==> src/rtl/sar_pkg.sv <==
package sar_pkg;
  localparam int IDX_W = 8;

  typedef struct packed {
    logic             load;
    logic             decide;
    logic             last;
    logic [IDX_W-1:0] idx;
  } sar_strobe_t;
endpackage

==> src/rtl/sar_ctrl.sv <==
module sar_ctrl #(
  parameter int N = 10
) (
  input  logic                clk,
  input  logic                rstN,
  input  logic                startIn,
  output logic                busy,
  output sar_pkg::sar_strobe_t strobe
);
  localparam int IW = sar_pkg::IDX_W;

  logic [IW-1:0] idxQ;
  logic          busyQ;

  always_ff @(posedge clk or negedge rstN) begin
    if (!rstN) begin
      busyQ <= 1'b0;
      idxQ  <= '0;
    end else if (!busyQ) begin
      if (startIn) begin
        busyQ <= 1'b1;
        idxQ  <= IW'(N - 1);
      end
    end else if (idxQ == '0) begin
      busyQ <= 1'b0;
    end else begin
      idxQ <= idxQ - 1'b1;
    end
  end

  always_comb begin
    strobe.load   = startIn && !busyQ;
    strobe.decide = busyQ;
    strobe.last   = busyQ && (idxQ == '0);
    strobe.idx    = idxQ;
  end

  assign busy = busyQ;
endmodule

==> src/rtl/sar_datapath.sv <==
module sar_datapath #(
  parameter int N = 10
) (
  input  logic                 clk,
  input  logic                 rstN,
  input  logic                 compIn,
  input  sar_pkg::sar_strobe_t strobe,
  output logic [N-1:0]         code,
  output logic [N-1:0]         result,
  output logic                 done,
  output logic                 serBit,
  output logic                 serValid,
  output logic                 serLast
);
  localparam int IW = sar_pkg::IDX_W;

  for (genvar b = 0; b < N; b++) begin : g_bit
    logic bitQ;
    always_ff @(posedge clk or negedge rstN) begin
      if (!rstN) begin
        bitQ <= 1'b0;
      end else if (strobe.load) begin
        bitQ <= (b == N - 1);
      end else if (strobe.decide) begin
        if (strobe.idx == IW'(b)) begin
          bitQ <= compIn;
        end else if (strobe.idx == IW'(b + 1)) begin
          bitQ <= 1'b1;
        end
      end
    end
    assign code[b] = bitQ;
  end

  always_ff @(posedge clk or negedge rstN) begin
    if (!rstN) begin
      result   <= '0;
      done     <= 1'b0;
      serBit   <= 1'b0;
      serValid <= 1'b0;
      serLast  <= 1'b0;
    end else begin
      done     <= strobe.last;
      serValid <= strobe.decide;
      serLast  <= strobe.last;
      serBit   <= strobe.decide ? compIn : 1'b0;
      if (strobe.last) begin
        result <= {code[N-1:1], compIn};
      end
    end
  end
endmodule

==> src/rtl/sar_converter_ctrl.sv <==
module sar_converter_ctrl #(
  parameter int N = 10
) (
  input  logic         clk,
  input  logic         rstN,
  input  logic         startIn,
  input  logic         compIn,
  output logic [N-1:0] trialCode,
  output logic         busyOut,
  output logic [N-1:0] resultOut,
  output logic         doneOut,
  output logic         serBit,
  output logic         serValid,
  output logic         serLast
);
  sar_pkg::sar_strobe_t strobe;

  sar_ctrl #(.N(N)) u_ctrl (
    .clk(clk), .rstN(rstN), .startIn(startIn),
    .busy(busyOut), .strobe(strobe)
  );

  sar_datapath #(.N(N)) u_dp (
    .clk(clk), .rstN(rstN), .compIn(compIn), .strobe(strobe),
    .code(trialCode), .result(resultOut), .done(doneOut),
    .serBit(serBit), .serValid(serValid), .serLast(serLast)
  );
endmodule

==> config.mk <==
export PLATFORM = sky130hd
export DESIGN_NAME = sar_converter_ctrl
export DESIGN_NICKNAME = d
export VERILOG_FILES = /design/src/rtl/sar_pkg.sv /design/src/rtl/sar_ctrl.sv /design/src/rtl/sar_datapath.sv /design/src/rtl/sar_converter_ctrl.sv
export SDC_FILE = /design/constraint.sdc
export NUM_CORES = 1
export LEC_CHECK = 0
export BUFFER_PORTS_ARGS = -buffer_cell sky130_fd_sc_hd__buf_2
export CAP_MARGIN = 20
export CORE_UTILIZATION = 55
export DETAILED_ROUTE_END_ITERATION = 12
export PLACE_DENSITY = 0.78
export SKIP_LAST_GASP = 1
export SLEW_MARGIN = 15
export SYNTH_ARGS = -nofsm -noshare
export SYNTH_HDL_FRONTEND = slang
export SYNTH_HIERARCHICAL = 1
export SYNTH_SLANG_ARGS = --single-unit
==> constraint.sdc <==
create_clock -name clk -period 3.45 [get_ports clk]
set_clock_uncertainty 0.05 [all_clocks]
set_input_delay 0.69 -clock clk [delete_from_list [all_inputs] [get_ports clk]]
set_output_delay 0.69 -clock clk [all_outputs]
set_load 0.05 [all_outputs]
==> metrics.log, run 1 <==
[metrics] Yosys Warn Count: 6
[metrics] most area-consuming cells after synthesis: dfrtp_1 44%, mux2_2 6.2%, buf_4 5.4%, mux2i_1 3.3%, nor4b_2 2.5%
[metrics] Synth Net Count: between 150 and 200
[metrics] synthesized instance count: 160
[metrics] total power of the final layout: between 1500 and 2000 uW
[metrics] area enclosed by the die boundary: ~0.0035 sq mm
[metrics] vias: approximately 1.3k
[metrics] final RePlAce weighted congestion: between 0.9 and 1
[metrics] placeable core region: about 0.0031 sq mm
[metrics] count of flip-flops with a built-in enable after synthesis: 0
[metrics] buffer levels on the longest clock path: 2
[metrics] number of synthesized register bits: 32
[metrics] clock tree from TritonCTS: built
[metrics] FF-to-FF Start: u_ctrl/idxQ[0]
[metrics] drt total wl: roughly 3500 microns
[metrics] async set-reset flop share out of synthesis: between 90% and 100%
[metrics] layout net count: roughly 180
[metrics] post-cts hold buffer count: 0
[metrics] Synth area leader: dfrtp_1
[metrics] wire per inst: ~16 microns
[metrics] number of hold violations in the final report: 0
[metrics] vias in the first global route: 1,263
[metrics] Slew Limit Fails: 0
[metrics] maximum number of pins on one net before global-route repair: 33
[metrics] most frequent cell after synthesis: dfrtp_1
[metrics] Least-Margin Pin Slew: around 0.71 ns
[metrics] startpoint class of the critical path: flip-flop
[metrics] result of the run: finished, final reports clean
[metrics] number of buffers added on ports: 28
[metrics] Die Y-Extent: a little under 60 microns
[metrics] Die W: 59.38 microns
[metrics] Post-synth top cells: 32 x dfrtp_1, 13 x buf_4, 10 x mux2_2
[metrics] number of CTS-inserted buffers: 5
[metrics] number of violations of the max-capacitance limit: 0
[metrics] critical path peak fanout: 17
[metrics] final count of negative-setup-slack endpoints: 0
[metrics] number of clock sinks: 32
[metrics] worst reg-to-reg path cell count: 6
[metrics] Cell Count Post-Placement: around 210
[metrics] number of ports placed on the die boundary: 29
[metrics] Critical Path, Cell by Cell: inv_1 > ha_1 > nand2b_1 > nor2_1 > and2_1 > mux2_2
[metrics] overall overflow remaining after global route: 0
[metrics] DPL Wire Length: 2405 microns
[metrics] Critical Path RT: between 3 and 4 ns
[metrics] sequential element share of the synthesized area: 44.23%
[metrics] diode count: 0
[metrics] leakage dissipation: 0.0009257 uW
[metrics] post-synthesis cell area: ~0.0018 sq mm
[metrics] PnR worst setup slack: between 1 and 1.5 ns
[metrics] family with the most delay on the worst path: simple AND/OR/NAND/NOR gates
[metrics] relative area change from synthesis to final layout: 5.943%
[metrics] CTS HTree Levels: 2
[metrics] minimum clock period after layout: ~2.3 ns
[metrics] number of distinct library cells after synthesis: between 50 and 60
[metrics] stage delay of the slowest cell on the critical path: approximately 0.59 ns
[metrics] average size of a mapped cell: about 11 sq um
[metrics] Antenna Nets Post-Route: 0
[metrics] capture point of the worst reg-to-reg path: u_dp/result[0]
[metrics] critical path class: flip-flop to flip-flop
[metrics] buffers inserted during post-CTS setup optimization: 0
[metrics] # fillers: ~260
[metrics] number of detailed-route iterations in the first pass: 4
[metrics] layout cell share with drive strength beyond 1: 35.59%
[metrics] Synth top area share: between 40% and 50%
[metrics] Relative slew margins: 52.54%
[metrics] timing-limited maximum frequency: 434.6 MHz
[metrics] initial antenna violation count: 0
[metrics] top flip-flop cell by instance count after synthesis: dfrtp_1
[metrics] post-route clock period utilization: 66.69%
[metrics] Total Routing Usage GR: ~22%
[metrics] final-layout setup total negative slack: 0 ns
[metrics] Final Non-Filler Cells: between 200 and 250
[metrics] flop2flop setup slack: between 1 and 1.5 ns
[metrics] setup repair after global routing missed its margin: false
[metrics] total power density per cell area: roughly 1000 mW/mm^2
[metrics] path class of the lowest-slack min-delay path: input pin to async pin
[metrics] kind of end point of the critical path: flip-flop
[metrics] starting density of the core: between 50% and 60%
[metrics] Buffers & Inverters on Critical Path: 1
[metrics] Placement Rows: 20
[metrics] stages on the worst setup path: 6
[metrics] arrival time at the worst endpoint: roughly 2.5 ns
[metrics] drt initial violations: between 40 and 50
[metrics] clock slew at the register clock pins of the worst setup and hold paths: around 0.090 ns
[metrics] worst-case vdd ir drop: about 0.44 mV
[metrics] placement-stage worst setup slack: 1.161 ns
[metrics] Via-to-Cell Ratio: ~5.9
[metrics] remaining routing DRC violations: 0
[metrics] post-cts gate resize count: 0
[metrics] master cell of the clock root buffer: clkbuf_4
[metrics] clock insertion delay at the later pin of the skew report: about 0.33 ns
[metrics] global-route wire length before repair: 5685 microns
[metrics] slowest library cell on the worst path: dfrtp_1
how the worst max path moves through the flow:
stage | startpoint | endpoint
floorplan | u_ctrl/idxQ[6] | u_dp/result[0]
global placement | u_ctrl/idxQ[6] | u_dp/result[2]
detailed placement | u_ctrl/idxQ[0] | u_dp/result[0]
CTS | u_ctrl/idxQ[0] | u_dp/result[0]
global route | u_ctrl/idxQ[0] | u_dp/result[1]
finish | u_ctrl/idxQ[0] | u_dp/result[0]
routing by layer:
metal	up-vias	share of wire, %	GRT usage, %
met5	-	0	0
met4	0	1.6	9.864
met3	5	5.0	6.769
met2	53	49	37.56
met1	643	44	25.92
li1	608	-	-
metrics by stage:
step	cell area, sq um	hold WS, ns	utilization (%)
floorplan	1810	0.3444	-
global placement	1859	0.4350	60.41
detailed placement	1859	0.4416	60.41
CTS	1918	0.3640	62.32
global route	1918	0.3885	62.32
finish	1918	0.3565	62.32
cell type report:
cell class	instances	area [sq um]	share of cell area, %
timing repair buffer	28	140.1	7.306
inverter	10	37.54	1.957
tap	44	55.05	2.870
clock buffer	8	58.81	3.066
multi-input combinational	99	825.8	43.05
sequential	32	800.8	41.75
cell families after synthesis:
| kind of cell | after synthesis | synth area share, % |
|---|---|---|
| AOI/OAI and AO/OA | 28 | 13.54 |
| DFF | 32 | 44.23 |
| adders and majority gates | 2 | 1.382 |
| buffers and inverters | 29 | 10.16 |
| muxes | 16 | 9.537 |
| and+or+nand+nor | 53 | 21.15 |
placed cells by master, fill, tap and decap left out, types with 2 or more instances in the layout:
master     instances
a21oi_1            2
nor3_2             2
o41ai_2            2
clkbuf_4           5
a31oi_1            3
inv_1              9
nor2_1             7
nand3_1            4
nor3b_2            2
a211oi_1           2
nor3_1             4
mux2i_1            6
buf_2             28
o2111ai_1          2
and2_1             3
clkbuf_1           2
nand2_1            9
dfrtp_1           32
mux2_2            10
nor4b_2            3
ha_1               2
or3_1              2
nor2b_1            2
a31o_1             2
o211ai_1           3
o31ai_1            2
power by group:
group	switching, uW	internal, uW
clock	119	100
sequential	233	514
combinational	637	323
total	990	938
worst register-to-register path: stages (launching register included):
cell and delay [ns]:
dfrtp_1 0.59, inv_1 0.18, ha_1 0.19, nand2b_1 0.14, nor2_1 0.15, and2_1 0.49, mux2_2 0.41
flip-flops by register name (all words and copies together) (netlist names):
| register | cells |
|---|---|
| u_dp/g_bit.bitQ | 10 |
| u_dp/result | 10 |
| u_ctrl/idxQ | 8 |
| u_ctrl/busy | 1 |
| u_dp/serBit | 1 |
| u_dp/serLast | 1 |
| u_dp/serValid | 1 |
(Power assumes the default switching activity.)
==> inputs of run 2 (changes only) <==
==> constraint.sdc (replaced) <==
create_clock -name clk -period 2.4 [get_ports clk]
set_clock_uncertainty 0.05 [all_clocks]
set_input_delay 0.48 -clock clk [delete_from_list [all_inputs] [get_ports clk]]
set_output_delay 0.48 -clock clk [all_outputs]
set_load 0.05 [all_outputs]
==> run 2 against run 1 <==
Net effect: setup slack lost 0.78 ns; largest cell class unchanged; wire length grew 0.71%; hold slack lost 0.22 ns.
==> metrics.log, run 2 (synthesis gave the netlist of run 1 again) <==
[metrics] setup repair after global routing missed its margin: false
[metrics] Sw Share: 49.60% (-1.7 points)
[metrics] critical path class: flip-flop to flip-flop
[metrics] worst-case vdd ir drop: 0.7256 mV (+63%)
[metrics] wire per inst: 15.78 microns (-1.1%)
[metrics] final count of negative-setup-slack endpoints: 0 (unchanged)
[metrics] layout net count: 186 (+2.2%)
[metrics] global-route wire length before repair: 5595 microns (-1.6%)
[metrics] final design instance area without fill: 0.001966 sq mm (+2.5%)
[metrics] initial antenna violation count: 0 (unchanged)
[metrics] final RePlAce weighted congestion: 1.007 (+8.7%)
[metrics] number of buffers added on ports: 28 (unchanged)
[metrics] drt initial violations: 32 (-33%)
[metrics] final-layout setup total negative slack: 0 ns (unchanged)
[metrics] drt total wl: 3551 microns (+0.71%)
[metrics] worst hold-check slack: 0.1327 ns (-0.2237 ns)
[metrics] maximum number of pins on one net before global-route repair: 33 (unchanged)
[metrics] number of ports placed on the die boundary: 29 (unchanged)
[metrics] vias in the first global route: 1,223 (-3.2%)
[metrics] layout cell share with drive strength beyond 1: 37.57% (+2.0 points)
[metrics] result of the run: finished, final reports clean
[metrics] Relative slew margins: 53.22% (+0.68 points)
[metrics] remaining routing DRC violations: 0 (unchanged)
[metrics] overall overflow remaining after global route: 0 (unchanged)
[metrics] startpoint class of the critical path: flip-flop
[metrics] post-cts gate resize count: 0 (unchanged)
[metrics] number of detailed-route iterations in the first pass: 5 (+1)
[metrics] Slew Limit Fails: 0 (unchanged)
[metrics] Least-Margin Pin Slew: 0.6980 ns (-0.01401 ns)
[metrics] clock network power share: 13.8% (+2.4 points)
[metrics] number of violations of the max-capacitance limit: 0 (unchanged)
[metrics] total power density per cell area: 1463 mW/mm^2 (+46%)
[metrics] cell internal power dissipation: 1449 uW (+55%)
[metrics] clock insertion delay at the later pin of the skew report: 0.33 ns (about the same)
[metrics] post-layout utilization of the core: 63.86% (+1.5 points)
[metrics] placed instance area: 0.001889 sq mm (+1.6%)
[metrics] most frequent cells in the layout: 32 x dfrtp_1, 28 x buf_2, 10 x mux2_2, 9 x inv_1, 9 x nand2_1
[metrics] Via-to-Cell Ratio: 5.827 (-1.6%)
[metrics] leakage dissipation: 0.0009546 uW (+3.1%)
[metrics] starting density of the core: 58.82% (unchanged)
[metrics] Die Y-Extent: 59.38 microns (unchanged)
[metrics] placeable core region: 0.003078 sq mm (unchanged)
[metrics] diode count: 0 (unchanged)
[metrics] proportion of power drawn by combinational gates: 51.6% (+1.8 points)
[metrics] number of clock sinks: 32 (unchanged)
[metrics] vias: 1,311 (+0.15%)
[metrics] minimum clock period after layout: 2.032 ns (-0.2691 ns)
[metrics] leading cell type in the layout, fill and taps excluded: dfrtp_1
[metrics] number of CTS-inserted buffers: 5 (unchanged)
[metrics] Switching Power: 1426 uW (+44%)
[metrics] master cell of the clock root buffer: clkbuf_4
[metrics] timing-limited maximum frequency: 492.2 MHz (+13%)
[metrics] arrival time at the worst endpoint: 2.19 ns (-0.28 ns)
[metrics] area enclosed by the die boundary: 0.003525 sq mm (unchanged)
[metrics] Regs by FF count: u_dp/g_bit.bitQ (10), u_dp/result (10), u_ctrl/idxQ (8)
[metrics] critical path peak fanout: 11 (-6)
[metrics] post-route clock period utilization: 84.66% (+18 points)
[metrics] Die W: 59.38 microns (unchanged)
[metrics] kind of end point of the critical path: flip-flop
[metrics] Total Routing Usage GR: 22.09% (-0.17 points)
[metrics] clock slew at the register clock pins of the worst setup and hold paths: 0.11 ns (+0.02 ns)
[metrics] DPL Wire Length: 2419 microns (+0.61%)
[metrics] CTS HTree Levels: 2 (unchanged)
[metrics] clock tree from TritonCTS: built
[metrics] portion of total power attributed to sequential cells: 34.6% (-4.2 points)
[metrics] relative area change from synthesis to final layout: 8.570%
[metrics] Placement Rows: 20 (unchanged)
[metrics] Antenna Nets Post-Route: 0 (unchanged)
[metrics] buffers inserted during post-CTS setup optimization: 0 (unchanged)
[metrics] buffer levels on the longest clock path: 2 (unchanged)
[metrics] path class of the lowest-slack min-delay path: input pin to async pin
[metrics] post-cts hold buffer count: 0 (unchanged)
[metrics] Critical Path RT: 2.56 ns (-1.06 ns)
[metrics] number of hold violations in the final report: 0 (unchanged)
## run 2: cell types whose count changed in the layout (fill, tap and decap cells not counted)
cell / before / now
buf_4: 0 / 4
bufinv_16: 0 / 1
clkbuf_1: 2 / 1
clkbuf_8: 1 / 0
clkinv_2: 0 / 1
## run 2: layer usage
metal  GRT usage, %  wire (microns)  vias to the layer above
li1               -               -                      619
met1          24.69            1476                      646
met2          38.52            1855                       39
met3          6.332             153                        7
met4          10.20              65                        0
met5              0               0                        -
## run 2: power by group through the flow
stage	sequential, uW	clock (uW)	combinational [uW]
floorplan	1140	0	1080
global placement	976	0	1440
detailed placement	994	0	1470
CTS	993	408	1480
global route	1040	430	1590
finish	994	397	1480
## run 2: final cells by class
| type | count | area (sq um) |
|---|---|---|
| clock buffer | 6 | 41.29 |
| clock inverter | 2 | 35.03 |
| fill | 261 | 1112 |
| inverter | 10 | 37.54 |
| multi-input combinational | 99 | 825.8 |
| sequential | 32 | 800.8 |
| tap | 44 | 55.05 |
| timing repair buffer | 32 | 170.2 |
## run 2: critical path, stage by stage, from the launching register on
cell and delay (ns):
dfrtp_1 0.50, or3_1 0.53, nor2_1 0.17, and2_1 0.13, buf_4 0.19, mux2_2 0.36
## run 2: metrics by stage
step / power (uW) / setup WS [ns] / std cells
after floorplan: 2225 / 0.4544 / 160
after global placement: 2419 / 0.4361 / 217
after detailed placement: 2466 / 0.3939 / 217
after CTS: 2882 / 0.3735 / 225
after global routing: 3051 / 0.2916 / 225
final: 2876 / 0.3682 / 225
## run 2: path summary, 6_finish.rpt
kind	from	endpoint	depth (start not counted)	slack (ns)
setup reg to reg	u_ctrl/idxQ[6]	u_dp/result[8]	5	0.37
min in group clk	compIn	u_dp/serBit	2	0.42
hold / removal	rstN	u_dp/result[1]	1	0.13
setup / recovery	u_ctrl/idxQ[6]	u_dp/result[8]	5	0.37
hold reg to reg	u_dp/result[1]	u_dp/result[1]	1	0.46
max in group asynchronous	rstN	u_ctrl/idxQ[6]	1	1.71
